===== config.mk =====
export PLATFORM = sky130hd
export DESIGN_NAME = sertx_top
export DESIGN_NICKNAME = d
export VERILOG_FILES = /design/src/rtl/sertx_pkg.sv /design/src/rtl/sertx_baud_div.sv /design/src/rtl/sertx_hold.sv /design/src/rtl/sertx_shifter.sv /design/src/rtl/sertx_top.sv
export SDC_FILE = /design/constraint.sdc
export NUM_CORES = 1
export LEC_CHECK = 0
export CAP_MARGIN = 20
export CORE_AREA = 8 8 78 80
export CTS_CLUSTER_DIAMETER = 80
export DETAILED_ROUTE_END_ITERATION = 12
export DIE_AREA = 0 0 86 88
export PLACE_DENSITY = 0.68
export SLEW_MARGIN = 10
export SYNTH_ARGS = -nofsm -noshare
export SYNTH_HDL_FRONTEND = slang
export SYNTH_SLANG_ARGS = --single-unit

===== constraint.sdc =====
create_clock -name clk -period 2.41 [get_ports clk]
set_clock_uncertainty 0.1 [all_clocks]
set_input_delay 0.241 -clock clk [delete_from_list [all_inputs] [get_ports clk]]
set_output_delay 0.241 -clock clk [all_outputs]
set_load 0.01 [all_outputs]

===== src/rtl/sertx_pkg.sv =====
package sertx_pkg;
  typedef enum logic [1:0] {
    FR_8N1 = 2'b00,
    FR_8P1 = 2'b01,
    FR_8N2 = 2'b10,
    FR_9B  = 2'b11
  } frame_t;
endpackage


===== src/rtl/sertx_baud_div.sv =====
module sertx_baud_div #(
  parameter int SEL_W = 3
) (
  input  logic             clk,
  input  logic             rst_n,
  input  logic             run,
  input  logic [SEL_W-1:0] sel,
  output logic             tick
);
  localparam int CNT_W = (1 << SEL_W) - 1;

  logic [CNT_W-1:0] cnt_q, cnt_n, limit;
  logic [SEL_W-1:0] shamt;
  logic [CNT_W:0]   span;

  // The all-ones code wraps the shift amount to zero, which gives a span of one clock.
  always_comb begin
    shamt = sel + SEL_W'(1);
    span  = (CNT_W+1)'(1) << shamt;
    limit = CNT_W'(span - (CNT_W+1)'(1));
  end

  always_comb begin
    tick  = run && (cnt_q == limit);
    cnt_n = cnt_q;
    if (!run || tick) cnt_n = '0;
    else              cnt_n = cnt_q + CNT_W'(1);
  end

  always_ff @(posedge clk or negedge rst_n) begin
    if (!rst_n) cnt_q <= '0;
    else        cnt_q <= cnt_n;
  end
endmodule


===== src/rtl/sertx_hold.sv =====
module sertx_hold #(
  parameter int DATA_W = 8
) (
  input  logic              clk,
  input  logic              rst_n,
  input  logic              wr_stb,
  input  logic [DATA_W-1:0] wr_data,
  input  logic              tx_en,
  input  logic              sh_idle,
  output logic              full,
  output logic [DATA_W-1:0] data,
  output logic              move
);
  logic              full_q, full_n;
  logic [DATA_W-1:0] data_q;
  logic              accept;

  always_comb begin
    accept = tx_en && wr_stb && !full_q;
    move   = tx_en && full_q && sh_idle;
    full_n = full_q;
    if (!tx_en)      full_n = 1'b0;
    else if (accept) full_n = 1'b1;
    else if (move)   full_n = 1'b0;
  end

  always_ff @(posedge clk or negedge rst_n) begin
    if (!rst_n) full_q <= 1'b0;
    else        full_q <= full_n;
  end

  always_ff @(posedge clk or negedge rst_n) begin
    if (!rst_n)      data_q <= '0;
    else if (accept) data_q <= wr_data;
  end

  assign full = full_q;
  assign data = data_q;
endmodule


===== src/rtl/sertx_shifter.sv =====
module sertx_shifter
  import sertx_pkg::*;
#(
  parameter int DATA_W = 8
) (
  input  logic              clk,
  input  logic              rst_n,
  input  logic              load,
  input  logic [DATA_W-1:0] ld_data,
  input  logic [1:0]        ld_mode,
  input  logic              ld_b9,
  input  logic              tick,
  output logic              busy,
  output logic              line
);
  localparam int FRAME_W = DATA_W + 3;
  localparam int LEFT_W  = $clog2(FRAME_W + 1);

  logic [FRAME_W-1:0] sh_q, sh_n;
  logic [LEFT_W-1:0]  left_q, left_n;
  logic               busy_q, busy_n;
  logic               extra;
  frame_t             mode;

  always_comb begin
    mode = frame_t'(ld_mode);
    case (mode)
      FR_8P1:  extra = (^ld_data) ^ ld_b9;
      FR_9B:   extra = ld_b9;
      default: extra = 1'b1;
    endcase
  end

  always_comb begin
    sh_n   = sh_q;
    left_n = left_q;
    busy_n = busy_q;
    if (load) begin
      sh_n   = {1'b1, extra, ld_data, 1'b0};
      left_n = (mode == FR_8N1) ? LEFT_W'(FRAME_W - 1) : LEFT_W'(FRAME_W);
      busy_n = 1'b1;
    end else if (busy_q && tick) begin
      sh_n   = {1'b1, sh_q[FRAME_W-1:1]};
      left_n = left_q - LEFT_W'(1);
      if (left_q == LEFT_W'(1)) busy_n = 1'b0;
    end
  end

  always_ff @(posedge clk or negedge rst_n) begin
    if (!rst_n) begin
      sh_q   <= '1;
      left_q <= '0;
      busy_q <= 1'b0;
    end else begin
      sh_q   <= sh_n;
      left_q <= left_n;
      busy_q <= busy_n;
    end
  end

  assign busy = busy_q;
  assign line = busy_q ? sh_q[0] : 1'b1;
endmodule


===== src/rtl/sertx_top.sv =====
module sertx_top #(
  parameter int DATA_W = 8,
  parameter int SEL_W  = 3
) (
  input  logic              clk,
  input  logic              rst_n,
  input  logic              wr_stb,
  input  logic [DATA_W-1:0] wr_data,
  input  logic [1:0]        frame_mode,
  input  logic              bit9_ctl,
  input  logic              tx_en,
  input  logic [SEL_W-1:0]  baud_sel,
  output logic              tx_line,
  output logic              hold_empty,
  output logic              tx_done
);
  logic              full, move, busy, tick;
  logic [DATA_W-1:0] held;

  sertx_hold #(.DATA_W(DATA_W)) u_hold (
    .clk     (clk),
    .rst_n   (rst_n),
    .wr_stb  (wr_stb),
    .wr_data (wr_data),
    .tx_en   (tx_en),
    .sh_idle (!busy),
    .full    (full),
    .data    (held),
    .move    (move)
  );

  sertx_baud_div #(.SEL_W(SEL_W)) u_div (
    .clk   (clk),
    .rst_n (rst_n),
    .run   (busy),
    .sel   (baud_sel),
    .tick  (tick)
  );

  sertx_shifter #(.DATA_W(DATA_W)) u_shift (
    .clk     (clk),
    .rst_n   (rst_n),
    .load    (move),
    .ld_data (held),
    .ld_mode (frame_mode),
    .ld_b9   (bit9_ctl),
    .tick    (tick),
    .busy    (busy),
    .line    (tx_line)
  );

  assign hold_empty = !full;
  assign tx_done    = !busy;
endmodule


# Word-level counts from Yosys, hierarchy flattened

Cells that the tools add are included.

Flip-flop bits (word level): 32
Input port bits: 18
Output and inout bits: 3
Logic and storage cells: 45

Add/subtract/negate cells: 4
Equality and inequality tests: 5
Shifts and indexed selects: 1
Muxes and demuxes: 14
Bitwise operators: 1
Reductions and logical operators: 14

Operators by type and width:

| kind                                                  | number |
|---|---|
| two-way mux 11 bit                                    | 2 |
| two-way mux 1 bit                                     | 8 |
| two-way mux 4 bit                                     | 2 |
| XOR reduction 8 bit                                   | 1 |
| adder 7 x 1 -> 7 bit, second input constant           | 1 |
| equality test 7 bit                                   | 1 |
| two-way mux 7 bit                                     | 1 |
| left shift 1 x 3 -> 7 bit, first input constant       | 1 |
| subtractor 7 x 1 -> 7 bit, second input constant      | 1 |
| logical AND 1 bit                                     | 6 |
| equality test 4 x 1 -> 1 bit, second input constant   | 1 |
| nonzero test 2 bit                                    | 2 |
| subtractor 4 x 1 -> 4 bit, second input constant      | 1 |
| adder 3 x 1 -> 3 bit, second input constant           | 1 |
| inequality test 3 x 1 -> 1 bit, second input constant | 1 |
| equality test 2 x 1 -> 1 bit, second input constant   | 1 |
| equality test 2 bit, second input constant            | 1 |
| logical NOT 1 bit                                     | 2 |
| logical NOT 2 bit                                     | 1 |
| one-hot mux 1 bit (2 select lines)                    | 1 |
| AND reduction 2 bit                                   | 1 |
| logical OR 1 bit                                      | 1 |
| bitwise XOR 1 bit                                     | 1 |

# Depth between registers and ports, before layout

Gate-level depths: netlist (run 1).

Word-level depth: 8
Depth in mapped cells: 12
Mapped depth without buffers: 9

# Hierarchy

A second synthesis (run 1) with hierarchy kept.

Cells, all modules: 174
Area total of the unflattened synthesis: 1825.5 µm²

Modules (own cells, without submodules):

| module         | times used | cells each | area each (µm²) | seq. area each (µm²) |
|---|---|---|---|---|
| sertx_shifter  | 1          | 76         | 787.0           | 387.9 |
| sertx_baud_div | 1          | 75         | 674.4           | 175.2 |
| sertx_hold     | 1          | 21         | 356.6           | 225.2 |
| sertx_top      | 1          | 2          | 7.5             | 0.0 |

# Worst setup path after synthesis (run 1)

No wires, ideal clock.

Kind: input port to flip-flop
From: in baud_sel[2]
To: reg u_shift.left_q[0]
Setup time: 132 ps
Arrival: 2393 ps
Data required time: 2178 ps
Setup slack: -215 ps
Stages on the path: 12
Path buffers: 4
Cells stage by stage: buf_6 buf_4 or3_1 ha_1 clkbuf_2 xor2_1 a221oi_2 o32ai_1 nor4_4 and2_1 buf_4 o211ai_1

Word-level cells in the longest chain between the ends: 7

Ends and longest elaborated chain:

| element                             | RTL line             | RTL |
|---|---|---|
| start: declaration                  | sertx_top.sv:12      | `input logic [SEL_W-1:0] baud_sel,` |
| adder 3 x 1 -> 3 bit                | sertx_baud_div.sv:18 | `shamt = sel + SEL_W'(1);` |
| left shift 1 x 3 -> 7 bit           | sertx_baud_div.sv:19 | `span = (CNT_W+1)'(1) << shamt;` |
| subtractor 7 x 1 -> 7 bit           | sertx_baud_div.sv:20 | `limit = CNT_W'(span - (CNT_W+1)'(1));` |
| equality test 7 bit                 | sertx_baud_div.sv:24 | `tick = run && (cnt_q == limit);` |
| logical AND 1 bit                   | sertx_baud_div.sv:24 |  |
| logical AND 1 bit                   | sertx_shifter.sv:42  | `end else if (busy_q && tick) begin` |
| nonzero test 2 bit (no source line) | --                   |  |
| end signal: assignment              | sertx_shifter.sv:56  | `left_q <= left_n;` |
| end: declaration                    | sertx_shifter.sv:20  | `logic [LEFT_W-1:0] left_q, left_n;` |

Every way passes these cells.
A chain may end at the register's enable or synchronous reset.

# Worst setup path after layout (run 1)

From: in baud_sel[2]
To: reg u_shift.sh_q[6]

Word-level cells in the longest chain between the ends: 7

Ends and longest elaborated chain:

| element                             | RTL line             | RTL |
|---|---|---|
| adder 3 x 1 -> 3 bit                | sertx_baud_div.sv:18 |  |
| left shift 1 x 3 -> 7 bit           | sertx_baud_div.sv:19 |  |
| subtractor 7 x 1 -> 7 bit           | sertx_baud_div.sv:20 |  |
| equality test 7 bit                 | sertx_baud_div.sv:24 |  |
| logical AND 1 bit                   | sertx_baud_div.sv:24 |  |
| logical AND 1 bit                   | sertx_shifter.sv:42  |  |
| nonzero test 2 bit (no source line) | --                   |  |
| end signal: assignment              | sertx_shifter.sv:55  | `sh_q <= sh_n;` |
| end: declaration                    | sertx_shifter.sv:19  | `logic [FRAME_W-1:0] sh_q, sh_n;` |

Every way passes these cells.

==> results of run 1 <==
[power by group]
group          total (W)  internal (W)  switching, W  leakage, nW
logic           0.000761      0.000412      0.000348        0.555
registers       0.000955      0.000765      0.000190        0.356
clock network   0.000382      0.000205      0.000177       0.0395
total            0.00210       0.00138      0.000716        0.951
[registers in the layout, indices dropped and copies added, names as in the netlist]
name and count:
u_shift.sh_q 10, u_shift.left_q 4, u_hold.data 8, u_hold.full 1, u_div.cnt_q 7, u_shift.busy 1
[worst reg2reg max path: cells and delay by family (launching register included)]
kind,cells,cell delay [ns]
buf+inv,1,0.12
flops,1,0.46
simple gates,3,0.89
compound gates,3,0.41
[cell usage in the layout (no fill, tap or decap), types with 5 or more instances in the layout]
| cell | n |
|---|---|
| nand2_1 | 21 |
| dfrtp_1 | 21 |
| clkdlybuf4s50_1 | 17 |
| buf_4 | 17 |
| nand3_1 | 15 |
| nor2_1 | 15 |
| xnor2_1 | 12 |
| o211ai_1 | 10 |
| dfstp_2 | 10 |
| mux2_2 | 8 |
| inv_1 | 5 |
| clkbuf_8 | 5 |
[through the flow]
stage | area, um2 | total power, W
after floorplan | 1838 | 0.001486
after global placement | 2161 | 0.001663
after detailed placement | 2161 | 0.001683
after CTS | 2280 | 0.002099
after global routing | 2305 | 0.002260
final | 2305 | 0.002098
[cells by family after synthesis]
kind of cell	synth area share
adders and majority gates	0.02788
buffers and inverters	0.05087
muxes	0.06690
xor gates and xnor gates	0.07805
DFF	0.4390
AOI/OAI and AO/OA	0.1185
and+or+nand+nor	0.2188
[per-layer routing]
| layer | global-route usage | share of wire | vias to the layer above |
|---|---|---|---|
| met3 | 0.03283 | 0.038 | 6 |
| met4 | 0.03344 | 0.011 | 0 |
| met1 | 0.1264 | 0.48 | 700 |
| li1 | - | - | 707 |
| met5 | 0 | 0 | - |
| met2 | 0.1770 | 0.47 | 24 |
[worst paths after layout]
| check | slack, ns | endpoint | startpoint |
|---|---|---|---|
| worst max-delay path | 0.11 | u_shift.sh_q[6] | baud_sel[2] |
| worst min-delay path | 0.25 | u_hold.data[1] | rst_n |
| worst max register to register | 0.34 | u_shift.sh_q[6] | u_div.cnt_q[3] |
| worst min register to register | 0.37 | u_shift.sh_q[0] | u_shift.sh_q[0] |
| max in group asynchronous | 1.63 | u_shift.sh_q[9] | rst_n |
| min in group clk | 0.37 | u_shift.sh_q[0] | u_shift.sh_q[0] |
[timing repair]
action / 4_1_cts / 5_1_grt
resized for setup: 10 / 7
endpoints found under the hold margin: 0 / 0
setup endpoints to repair: 21 / 18
pin swaps: 5 / 6
[area by class of cell]
type,instances,area (um2),area share
Timing Repair Buffer,37,321.6,0.1395
Clock buffer,8,80.08,0.03474
Sequential cell,31,788.3,0.3420
Inverter,5,18.77,0.008143
Tap cell,70,87.58,0.03800
Multi-Input combinational cell,136,1008,0.4376
==> metrics.txt, run 1 <==
status=finished, final reports clean; TNS Setup=0 ns; Post-CTS Setup Bufs=0; Finished Core Util=0.4692; GRT Overall Usage=0.1059; Max Cap Viol=0; first-pass GRT wire length=6520 um; drt first pass iters=4; Post-DP HPWL=2674 um; Synth Register Bits=31; # diodes=0; clock buffer count from CTS=5; Crit path depth=10; placed cells=279; distinct cell type count after synthesis=42; wire per inst=12.84 um; Hold Path Class=in -> async; Least-Margin Pin Slew=0.4694 ns; most common cell in the netlist=nand2_1; Starting Density=0.3655; Setup WS pre-CTS=-0.4756 ns; max-slew violations=0; Slew HR=0.6871; TritonCTS clock tree=built; Congestion Overflow GR=0; peak supply drop=0.0004333 V; Max FO, Critical Path=6; vias per cell=5.007; Ys Warns=0; area leader, netlist=dfrtp_1; die area=7568 um2; largest cells by area after synthesis=dfrtp_1 (29%), dfstp_2 (15%), xnor2_1 (6.3%); post-route minimum period=2.298 ns; vias in the first global route=1467; CP bufs+invs=2; largest net degree at the start of global routing=32; post-synthesis cell count=185; crit path max-delay cell type=or3_4; WHS=0.2508 ns; Post-Synthesis Cell Area=1795 um2; layout cells sized above 1=0.2673; final setup margin=0.1119 ns; core area=4912 um2; asr flop ratio synth=1.000; Synth Flop Type=dfrtp_1; Worst-Skew Late Latency=0.28 ns; Critical Path Start Type=input port; DRC=0; fin cells=287; CP cell instances=dlygate4sd2_1 -> or3_4 -> ha_4 -> nor4bb_4 -> nor3_2 -> xnor2_2 -> nor4_4 -> and2_4 -> buf_4 -> o211ai_1; Synth-to-Final Area Change=28.36%; fmax=435.1 MHz; Post-Syn Nets=207; commonest cells in the netlist=nand2_1 (22), dfrtp_1 (21), nand3_1 (15), nor2_1 (15), xnor2_1 (13); Final Setup Violations=0; count of flip-flops with a built-in enable after synthesis=0; RePlAce Congestion=0.7267; top-area cell type share of the netlist area=0.2927; Leak=0.9506 nW; Buffers on Ports=20; worst r2r path cells=7; Fill cells=475; Routed WL=3686 um; Die X=86 um; Clock Sinks=31; Reg clk slew, reported paths=0.06 ns; hold buffers post-CTS=0; CP endpoint kind=flip-flop; IO Count=21; initial antenna violation count=0; cell row count=26; required time of the critical path=2.50 ns; Nets=238; Routed Antenna Nets=0; CTS Buffer Depth=2; Final period util=0.9536; Crit Path Class=in -> reg; CP peak stage delay=0.37 ns; die extent in y=88 um; Final Hold Viols=0; Root Buffer=clkbuf_8; Syn Area/Cell=9.705 um2; CP arrival=2.38 ns; PD cells=910.4 nW/um2; post-synthesis sequential area ratio=0.4390; Vias=1437; Worst path top cell family by delay=simple AND/OR/NAND/NOR gates; 1st-iter DRT viols=70; H-tree levels=2
No activity file was read; power rests on OpenSTA's default activity.
==> run 2, diff against run 1 <==
DONT_BUFFER_PORTS = 1   (was unset)
PLACE_DENSITY = 0.62   (was 0.68)
SETUP_SLACK_MARGIN = 0.4   (was unset)
clock period = 2.5 ns   (was 2.41 ns; I/O delays follow)
==> run 2 against run 1 <==
Against the previous run: final cell count down 5.2%; first-iteration DRC count down 17%; sequential cell count unchanged; hold slack worse by 0.23 ns; global-route usage down 0.12 points; count of clock-buffer cells in the layout unchanged; core utilization down 2.1 points; routed wire length down 2.1%; clock power up 12%; sequential power down 6.7%; power down 0.37%; largest power group unchanged; highest routed layer unchanged.
==> metrics.txt, run 2 (synthesized netlist as in run 1, its figures left out) <==
post-route minimum period=2.085 ns; Max FO, Critical Path=12; R2R Path Start=u_div.cnt_q[3]; PD cells=949.2 nW/um2; fmax=479.6 MHz; Clock Sinks=31; crit path max-delay cell type=or3_4; Routed Antenna Nets=0; Final period util=0.8340; 1st-iter DRT viols=58; die extent in y=88 um; Least-Margin Pin Slew=0.4402 ns; peak supply drop=0.0006192 V; leading cell type in the layout, fill and taps excluded=nand2_1; vias in the first global route=1365; vias per cell=4.919; layout cells sized above 1=0.2723; CP peak stage delay=0.38 ns; Leak=0.8913 nW; Gate power share=0.369; TNS Setup=0 ns; Routed WL=3609 um; GRT Overall Usage=0.1048; Die X=86 um; Hold Path Class=in -> reg; RSZ-0062 raised after global routing=true; sequential share of power=0.426; Final Hold Viols=0; largest net degree at the start of global routing=32; CP arrival=2.14 ns; Crit Path Class=in -> reg; Buffers on Ports=0; Reg clk slew, reported paths=0.06 ns; IO Count=21; Post-DP HPWL=2469 um; # diodes=0; Max Cap Viol=0; CTS Buffer Depth=2; WHS=0.01690 ns; drt first pass iters=4; first-pass GRT wire length=6244 um; die area=7568 um2; Root Buffer=clkbuf_8; TritonCTS clock tree=built; Int Pwr=0.001406 W; clock share of power=0.205; Final Setup Violations=0; wire per inst=13.27 um; Hold Path Cell Cnt=1; clock buffer count from CTS=5; Finished Cell Area=2202 um2; core area=4912 um2; worst r2r path cells=7; Worst-Skew Late Latency=0.28 ns; Sw Ratio=0.3273; Synth-to-Final Area Change=22.65%; max-slew violations=0; cell row count=26; Vias=1338; area of placed instances=1886 um2; Net Sw Power=0.0006842 W; Critical Path Start Type=input port; Most flops, register=u_shift.sh_q; required time of the critical path=2.56 ns; min-delay src=wr_data[2]; RePlAce Congestion=0.8099; Nets=223; Slew HR=0.7065; CP endpoint kind=flip-flop; origin of the worst setup path=baud_sel[1]; DRC=0; status=finished, final reports clean; initial antenna violation count=0; most frequent cells in the layout=nand2_1 (22), dfrtp_1 (17), nand3_1 (15), nor2_1 (15), xnor2_1 (13); Congestion Overflow GR=0; H-tree levels=2; max reg flops=10; Starting Density=0.3655; CP cell instances=or3_4 -> ha_4 -> xor2_4 -> a221oi_2 -> o32ai_2 -> buf_4 -> nor4_4 -> buf_6 -> and4_1 -> o21ai_0
==> run 2: worst max-delay path, delay by kind of cell <==
kind	cells	cell delay, ns
compound gates	3	0.40
xor+xnor	1	0.16
fa+ha+maj	1	0.21
buf+inv	2	0.34
simple gates	3	0.78
==> run 2: worst paths after layout <==
path                                endpoint  slack, ns
max                        u_shift.left_q[3]       0.41
min                           u_hold.data[2]       0.02
max reg2reg                u_shift.left_q[3]       0.45
min reg2reg                  u_shift.sh_q[0]       0.37
max in group asynchronous    u_shift.sh_q[0]       1.75
min in group asynchronous     u_hold.data[2]       0.31
==> run 2: final cells by class <==
type	count	area (um2)
timing repair buffer	22	211.5
inverter	5	18.77
clock buffer	8	100.1
tap	70	87.58
sequential	31	793.3
fill	459	2710
multi-input combinational	136	991.0
==> run 2: layer usage <==
metal	global-route usage	routed length [um]	vias up
met5	0	0	-
met4	0.05255	68	0
met3	0.04503	228	5
met2	0.1638	1678	27
met1	0.1199	1634	628
li1	-	-	678
==> run 2: power groups by stage <==
stage	clock network, W	logic, W	registers [W]
floorplan	0	0.000586	0.000847
global placement	0	0.000633	0.000916
detailed placement	0	0.000642	0.000917
CTS	0.000445	0.000725	0.000893
global route	0.000471	0.000869	0.000919
finish	0.000429	0.000770	0.000891
==> run 2: what timing repair did <==
item                                    CTS  global route
buffers inserted                          3             2
cloned                                    0             0
hold buffers                              3             7
gates resized for setup                   8             7
endpoints found under the hold margin    32             7
endpoints found under the setup margin    7            21
pin swaps                                 4            13
==> run 2: stage by stage <==
step / total power (W) / cells / setup WS (ns) / utilization
2_1_floorplan: 0.001433 / 185 / -0.1186 / -
3_3_place_gp: 0.001549 / 249 / 0.08634 / 0.3839
3_5_place_dp: 0.001559 / 249 / 0.03946 / 0.3839
4_1_cts: 0.002063 / 263 / 0.3532 / 0.4251
5_1_grt: 0.002259 / 272 / 0.3064 / 0.4483
6_report: 0.002090 / 272 / 0.4149 / 0.4483
==> run 3, diff against run 2 <==
PLACE_DENSITY = 0.64   (was 0.62)
clock period = 1.7 ns   (was 2.5 ns; I/O delays follow)
==> run 3 against run 2 <==
Against the previous run: the flow now finishes with violations (setup timing); sequential power grew 44%; routed wire length rose by 4.4%; core utilization up 2.0 points; combinational power increased by 62%; sequential cell count stayed put; hold slack lost 0.015 ns; critical path depth is 2 lower; power up 48%; clock power grew 30%; highest routed layer unchanged.
==> metrics.txt, run 3 (synthesized netlist as in run 1, its figures left out) <==
Crit Path Class=reg -> reg; core area=4912 um2; Worst path top cell family by delay=compound AO/OA/AOI/OAI gates; Least-Margin Pin Slew=0.3989 ns; layout cells sized above 1=0.3005; Routed WL=3768 um; 1st-iter DRT viols=43; PD cells=1340 nW/um2; Worst-Skew Late Latency=0.29 ns; Reg clk slew, reported paths=0.07 ns; GRT Overall Usage=0.1072; clock share of power=0.180; vias per cell=4.961; Starting Density=0.3655; Final period util=1.179; Congestion Overflow GR=0; clock buffer count from CTS=5; status=finished with violations; H-tree levels=2; Critical Path Start Type=flip-flop; Routed Antenna Nets=0; die extent in y=88 um; Slew HR=0.7341; Vias=1404; Synth-to-Final Area Change=28.22%; Net Sw Power=0.001040 W; Final Setup Violations=22; Finished Core Util=0.4687; wire per inst=13.31 um; Root Buffer=clkbuf_8; most frequent cells in the layout=nand2_1 (21), dfrtp_1 (21), nor2_1 (15); CP peak stage delay=0.40 ns; CP endpoint kind=flip-flop; die area=7568 um2; RePlAce Congestion=0.7670; CTS Buffer Depth=2; CP cell instances=a21o_1 -> a221oi_2 -> o32ai_1 -> buf_4 -> nor4_4 -> and2_4 -> buf_6 -> o211ai_1; # diodes=0; IO Count=21; Most flops, register=u_shift.sh_q; fmax=499.0 MHz; Max Cap Viol=0; CP bufs+invs=2; crit path max-delay cell type=dfrtp_1; Gate power share=0.405; Die X=86 um; first-pass GRT wire length=6451 um; Post-DP HPWL=2509 um; Hold Path Class=in -> reg; largest net degree at the start of global routing=32; post-route minimum period=2.004 ns; Sw Ratio=0.3372; Clock Sinks=31; max reg flops=10; cell row count=26; TNS Setup=-5.137 ns; initial antenna violation count=0; Buffers on Ports=0; Leak=0.9508 nW; failing checks=setup timing; final setup margin=-0.3039 ns; sequential share of power=0.415; WHS=0.002172 ns; RSZ-0062 raised after global routing=true; Max FO, Critical Path=5; vias in the first global route=1454; Nets=234; max-slew violations=0; Final Hold Viols=0; CP arrival=2.07 ns; TritonCTS clock tree=built; drt first pass iters=4; required time of the critical path=1.76 ns; DRC=0; Int Pwr=0.002045 W; peak supply drop=0.0008463 V
run 3: changes by cell type in the layout (fill, tap and decap cells not counted), sizes merged:
cell,previous run,this run
clkinv,0,1
clkinvlp,0,1
clkbuf,8,6
buf,13,20
dlygate4sd3,9,13
run 3: worst paths after layout:
kind,end,cells after the start,startpoint,slack (ns)
worst min-delay path,u_shift.left_q[0],2,frame_mode[1],0.002
worst max-delay path,u_shift.left_q[0],8,u_div.cnt_q[0],-0.30
max in group asynchronous,u_shift.sh_q[0],2,rst_n,1.04
min in group asynchronous,u_hold.data[3],2,rst_n,0.22
worst min register to register,u_shift.sh_q[0],2,u_shift.sh_q[0],0.37
worst max register to register,u_shift.left_q[0],8,u_div.cnt_q[0],-0.30
run 3: power groups by stage:
stage	registers, W	logic, W	clock network [W]
final	0.00128	0.00125	0.000556
after global routing	0.00132	0.00139	0.000600
after CTS	0.00128	0.00123	0.000580
after detailed placement	0.00128	0.00112	0
after global placement	0.00128	0.00111	0
after floorplan	0.00125	0.000861	0
run 3: layout make-up:
| class | count | area, um2 |
|---|---|---|
| well taps | 70 | 87.58 |
| clock buffers | 6 | 72.57 |
| inverters | 5 | 18.77 |
| repair buffers | 33 | 309.0 |
| flip-flops and latches | 31 | 788.3 |
| clock inverters | 2 | 12.51 |
| fillers | 443 | 2610 |
| multi-input cells | 136 | 1013 |
run 3: layer usage:
| metal | share of wire | GRT usage |
|---|---|---|
| met1 | 0.45 | 0.1173 |
| met2 | 0.48 | 0.1854 |
| met3 | 0.049 | 0.03846 |
| met4 | 0.014 | 0.04140 |
| met5 | 0 | 0 |
run 3: timing repair:
item / in CTS / in global routing
hold buffers: 12 / 2
gates cloned: 1 / 0
setup buffers: 2 / 0
pin swaps: 3 / 8
setup endpoints to repair: 31 / 31
resized for setup: 14 / 6
endpoints found under the hold margin: 42 / 2
run 3: worst register-to-register path, cell delays in order, from the launching register on:
cell and delay [ns]:
dfrtp_1 0.40, a21o_1 0.18, a221oi_2 0.26, o32ai_1 0.12, buf_4 0.15, nor4_4 0.24
and2_4 0.23, buf_6 0.11, o211ai_1 0.08
run 3: through the flow:
step                total power [W]  setup slack (ns)  instance area (um2)  std cells
floorplan                  0.002107           -0.8386                 1838        185
global placement           0.002387           -0.6114                 1953        258
detailed placement         0.002400           -0.6662                 1953        258
CTS                        0.003084           -0.2935                 2257        281
global route               0.003308           -0.3855                 2302        283
finish                     0.003085           -0.3039                 2302        283
